==> src/rtl/pirq_router_pkg.sv <==
package pirq_router_pkg;
  parameter int NUM_PIRQ = 4;
  parameter int ROUTE_W  = 8;

  typedef struct packed {
    logic [NUM_PIRQ-1:0] laneWe;  // per-request route byte write
    logic                rebuild; // routing changed, resample levels
  } pirqStrobe_t;
endpackage

==> src/rtl/pirq_ctrl.sv <==
module pirq_ctrl
  import pirq_router_pkg::*;
#(
  parameter int ADDR_W     = 8,
  parameter int DATA_W     = 32,
  parameter logic [ADDR_W-1:0] ROUTE_BASE = 8'h60
) (
  input  logic                             cfgWrEn,
  input  logic [ADDR_W-1:0]                cfgAddr,
  input  logic [DATA_W/8-1:0]              cfgByteEn,
  input  logic [NUM_PIRQ-1:0][ROUTE_W-1:0] routeBus,
  output logic [DATA_W-1:0]                cfgRdData,
  output pirqStrobe_t                      strobe
);
  localparam int LANES = DATA_W / 8;

  logic wordHit;
  assign wordHit = (cfgAddr[ADDR_W-1:2] == ROUTE_BASE[ADDR_W-1:2]);

  for (genvar i = 0; i < NUM_PIRQ; i++) begin : g_lane
    if (i < LANES) begin : g_map
      assign strobe.laneWe[i] = cfgWrEn & wordHit & cfgByteEn[i];
    end else begin : g_none
      assign strobe.laneWe[i] = 1'b0;
    end
  end

  assign strobe.rebuild = |strobe.laneWe;

  always_comb begin
    cfgRdData = '0;
    if (wordHit) cfgRdData[NUM_PIRQ*ROUTE_W-1:0] = routeBus;
  end
endmodule

==> src/rtl/pirq_datapath.sv <==
module pirq_datapath
  import pirq_router_pkg::*;
#(
  parameter int NUM_IRQ = 16,
  parameter int DATA_W  = 32
) (
  input  logic                             clk,
  input  logic                             rstN,
  input  pirqStrobe_t                      strobe,
  input  logic [DATA_W-1:0]                cfgWrData,
  input  logic [NUM_PIRQ-1:0]              pirqIn,
  output logic [NUM_PIRQ-1:0][ROUTE_W-1:0] routeBus,
  output logic [NUM_IRQ-1:0]               irqOut
);
  localparam int LEVEL_W = NUM_IRQ * NUM_PIRQ;
  localparam logic [ROUTE_W-1:0] ROUTE_OFF = 8'h80;

  logic [NUM_PIRQ-1:0][ROUTE_W-1:0] routeReg, routeNext;
  logic [LEVEL_W-1:0] levelMap, levelNext;

  for (genvar p = 0; p < NUM_PIRQ; p++) begin : g_route
    assign routeNext[p] = (strobe.rebuild && strobe.laneWe[p])
                          ? cfgWrData[p*ROUTE_W +: ROUTE_W] : routeReg[p];
    always_ff @(posedge clk) begin
      if (!rstN) routeReg[p] <= ROUTE_OFF;
      else       routeReg[p] <= routeNext[p];
    end
  end

  // bit (line*NUM_PIRQ + request): request level under next routing
  for (genvar g = 0; g < NUM_IRQ; g++) begin : g_line
    for (genvar p = 0; p < NUM_PIRQ; p++) begin : g_req
      assign levelNext[g*NUM_PIRQ + p] =
        pirqIn[p] && (routeNext[p] == ROUTE_W'(g));
    end
    always_ff @(posedge clk) begin
      if (!rstN) irqOut[g] <= 1'b0;
      else       irqOut[g] <= |levelMap[g*NUM_PIRQ +: NUM_PIRQ];
    end
  end

  always_ff @(posedge clk) begin
    if (!rstN) levelMap <= '0;
    else       levelMap <= levelNext;
  end

  assign routeBus = routeReg;
endmodule

==> src/rtl/pirq_swizzle.sv <==
module pirq_swizzle (
  input  logic [7:0] slotDevfn,
  input  logic [1:0] slotPin,
  output logic [1:0] slotPirq
);
  logic [4:0] devNum;
  assign devNum   = slotDevfn[7:3];
  assign slotPirq = slotPin + devNum[1:0] - 2'd1;
endmodule

==> src/rtl/pirq_router.sv <==
module pirq_router
  import pirq_router_pkg::*;
#(
  parameter int NUM_IRQ = 16,
  parameter int ADDR_W  = 8,
  parameter int DATA_W  = 32,
  parameter logic [ADDR_W-1:0] ROUTE_BASE = 8'h60
) (
  input  logic                clk,
  input  logic                rstN,
  input  logic                cfgWrEn,
  input  logic [ADDR_W-1:0]   cfgAddr,
  input  logic [DATA_W/8-1:0] cfgByteEn,
  input  logic [DATA_W-1:0]   cfgWrData,
  output logic [DATA_W-1:0]   cfgRdData,
  input  logic [NUM_PIRQ-1:0] pirqIn,
  output logic [NUM_IRQ-1:0]  irqOut,
  input  logic [7:0]          slotDevfn,
  input  logic [1:0]          slotPin,
  output logic [1:0]          slotPirq
);
  pirqStrobe_t strobe;
  logic [NUM_PIRQ-1:0][ROUTE_W-1:0] routeBus;

  pirq_ctrl #(.ADDR_W(ADDR_W), .DATA_W(DATA_W), .ROUTE_BASE(ROUTE_BASE)) u_ctrl (
    .cfgWrEn(cfgWrEn), .cfgAddr(cfgAddr), .cfgByteEn(cfgByteEn),
    .routeBus(routeBus), .cfgRdData(cfgRdData), .strobe(strobe)
  );

  pirq_datapath #(.NUM_IRQ(NUM_IRQ), .DATA_W(DATA_W)) u_dp (
    .clk(clk), .rstN(rstN), .strobe(strobe), .cfgWrData(cfgWrData),
    .pirqIn(pirqIn), .routeBus(routeBus), .irqOut(irqOut)
  );

  pirq_swizzle u_swz (
    .slotDevfn(slotDevfn), .slotPin(slotPin), .slotPirq(slotPirq)
  );
endmodule

==> config.mk <==
export PLATFORM = sky130hd
export DESIGN_NAME = pirq_router
export DESIGN_NICKNAME = d
export VERILOG_FILES = /design/src/rtl/pirq_router_pkg.sv /design/src/rtl/pirq_ctrl.sv /design/src/rtl/pirq_datapath.sv /design/src/rtl/pirq_swizzle.sv /design/src/rtl/pirq_router.sv
export SDC_FILE = /design/constraint.sdc
export NUM_CORES = 1
export LEC_CHECK = 0
export ABC_AREA = 0
export CORE_ASPECT_RATIO = 0.5
export CORE_UTILIZATION = 50
export DETAILED_ROUTE_END_ITERATION = 16
export PLACE_DENSITY = 0.79
export SYNTH_ARGS = -nofsm -noshare
export SYNTH_HDL_FRONTEND = slang
export SYNTH_SLANG_ARGS = --single-unit
==> constraint.sdc <==
create_clock -name clk -period 6.45 [get_ports clk]
set_input_delay 0.645 -clock clk [delete_from_list [all_inputs] [get_ports clk]]
set_output_delay 0.645 -clock clk [all_outputs]
set_load 0.02 [all_outputs]
==> qor.yml <==
setup_ws_ns: 2.27
viasPerCell: 5.78
synth_nets: 662
wl_per_cell_um: 16.6
path_cells: "clkdlybuf4s50_1, or4b_1, nor2_2, buf_4, and2_1, clkdlybuf4s50_1"
post-route-util_pct: 66.9
clk_path_buf_depth: 2
yosysUniqueCellTypes: 44
first_iter_violations: 521
setup_viol: 0
fin_skew_ns: 0.00901
worst_path_max_delay_cell: "or4b_1"
crit_arrival_ns: 3.54
drt_wl_total_um: 13700
initial_core_util_pct: 53.0
outcome: "completed"
synth.cell_area_mm2: 0.00514
cts_made_buffers: 9
combPwrFrac_pct: 7.2
max_stage_delay_ns: 0.89
worst_setup_path_end_kind: "output port"
grt_pass1_wl_um: 21800
max-slew-margin-rel_pct: 35.2
gp_congestion: 0.886
dp.cells: 807
nets: 745
netlist_instances: 600
hold_violations: 0
rsz0062_at_grt: "false"
ir_drop_mv: 0.153
leakage_nw: 2.06
dr_total_vias: 4754
cp.required_ns: 5.80
p_clk_share_pct: 40.0
path_class: "in2out"
drc: 0
synth-seq-cells: 112
grt_pass1_vias: 4239
grt_max_degree: 54
num_rows: 25
path_clk_slew_ns: 0.07
area_growth_pct: 26.2
track_usage_pct: 26.4
p_sw_share_pct: 23.7
die-area_mm2: 0.0107
seqPwrFrac_pct: 52.8
htreeDepth: 3
avgSynthCellArea_um2: 8.57
pre_cts_ws_ns: 2.26
startpoint_type: "primary input"
cts_resized: 0
fin_cells: 823
drive_above_1_share_pct: 4.51
postCtsHoldBufs: 0
power_density_mw_per_mm2: 202
io_buffers: 102
cell_internal_pwr_uw: 1000
pin_count: 111
period_minus_slack_ns: 4.18
yosys_warnings: 0
core_mm2: 0.00970
diodes: 0
die-height_um: 73.7
cts_tree: "yes"
n_fill_cell: 798
root_buffer: "clkbuf_16"
worstHoldPathType: "reg2reg"
mostFrequentLayoutCells: "dfxtp_1 (112), clkdlybuf4s50_1 (102), nand2_1 (67)"
numClockSinks: 112
slew_violations: 0
switchingPower_uw: 311
ant_nets: 0
tns_ns: 0
post-dp-hpwl_um: 9950
crit_fanout: 21
multiInputGateArea_mm2: 0.00274
gr-total-overflow: 0
clock_latency_ns: 0.36
antenna_found_initial: 0
maxCapViolCount: 0
post_cts_buffers: 0
layout_commonest_cell: "dfxtp_1"
die_width_um: 145
path_common_cell: "clkdlybuf4s50_1"
drtPass1Iterations: 5
tightest_slew_ns: 0.971
post-route-period-util_pct: 64.8
synth-seq-area-share_pct: 43.6
regArea_mm2: 0.00224
max_freq_mhz: 239
## sequential cells by signal (all words and copies together) (netlist names)
name	count
u_dp.levelMap	64
u_dp.routeBus	32
u_dp.irqOut	16
## cell usage after synthesis
library cell	instances	share of area [%]
dfxtp_1	112	44
nand2_1	67	4.9
nor3_1	52	5.1
nor4_1	41	5.0
a21oi_1	39	3.8
nor2_1	38	2.8
mux2i_1	34	6.6
nor3b_1	34	5.0
and2_1	32	3.9
nand2b_1	25	3.0
clkbuf_1	21	1.5
nand3_1	11	1.1
nand4_1	10	1.2
or3_1	10	1.2
a211oi_1	8	1.2
buf_2	7	0.68
inv_1	7	0.51
nand4b_1	5	0.85
nor4b_1	5	0.85
mux2_2	4	0.88
nand3b_1	4	0.58
or4_1	4	0.58
buf_4	3	0.44
nor2b_1	2	0.24
nor3_4	2	0.63
nor4bb_1	2	0.39
o21ai_0	2	0.19
or2_2	2	0.24
xnor2_1	2	0.34
a211oi_2	1	0.24
a21o_1	1	0.15
and3b_1	1	0.17
and4b_1	1	0.19
buf_1	1	0.073
ha_1	1	0.24
inv_2	1	0.073
nand4bb_1	1	0.22
o211ai_1	1	0.15
o311ai_0	1	0.17
o32a_1	1	0.19
or3_4	1	0.22
or4_4	1	0.22
or4b_1	1	0.19
or4bb_1	1	0.22
## power groups by stage
stage / Sequential (mW) / Combinational [mW] / Clock, mW
2_1_floorplan: 0.708 / 0.0378 / 0
3_3_place_gp: 0.708 / 0.0909 / 0
3_5_place_dp: 0.708 / 0.0927 / 0
4_1_cts: 0.692 / 0.0931 / 0.530
5_1_grt: 0.692 / 0.101 / 0.558
6_report: 0.692 / 0.0941 / 0.525
## worst max-delay path, delay by kind of cell
| kind | cells | cell delay, ns |
|---|---|---|
| and+or+nand+nor | 3 | 1.52 |
| buffers and inverters | 3 | 1.36 |
## logic make-up after synthesis
kind of cell | Yosys count | synth area share (%)
simple gates | 353 | 38.9
flops | 112 | 43.6
compound gates | 54 | 6.06
buf+inv | 40 | 3.31
mux | 38 | 7.50
xor+xnor | 2 | 0.341
fa+ha+maj | 1 | 0.243
## final timing paths
kind         depth (start not counted)         startpoint          endpoint  slack [ns]
max                                  6         cfgAddr[4]      cfgRdData[7]        2.27
min reg2reg                          2  u_dp.levelMap[45]   u_dp.irqOut[11]        0.45
max reg2reg                          4  u_dp.routeBus[26]  u_dp.levelMap[3]        4.70
min                                  2  u_dp.levelMap[45]   u_dp.irqOut[11]        0.45
## through the flow
step / hold slack, ns / total power, mW / cell area [µm²]
floorplan: 0.416 / 0.746 / 5140
global placement: 0.436 / 0.799 / 6210
detailed placement: 0.441 / 0.801 / 6210
CTS: 0.457 / 1.32 / 6490
global route: 0.475 / 1.35 / 6490
finish: 0.453 / 1.31 / 6490
## metal layers
layer / wire length [µm] / track usage [%] / share of wire (%) / up-vias
li1: - / - / - / 2335
met1: 6770 / 38.3 / 49 / 2208
met2: 5660 / 39.2 / 41 / 195
met3: 1090 / 5.96 / 8.0 / 16
met4: 167 / 7.37 / 1.2 / 0
met5: 0 / 0 / 0 / -
## final cells by class
cell class,instances,share of cell area (%)
clock buffers,10,3.53
well taps,135,2.60
inverters,8,0.463
multi-input cells,448,42.2
flip-flops and latches,112,34.6
clock inverters,6,0.694
repair buffers,104,16.0
Power figures use the tool's default switching activity.
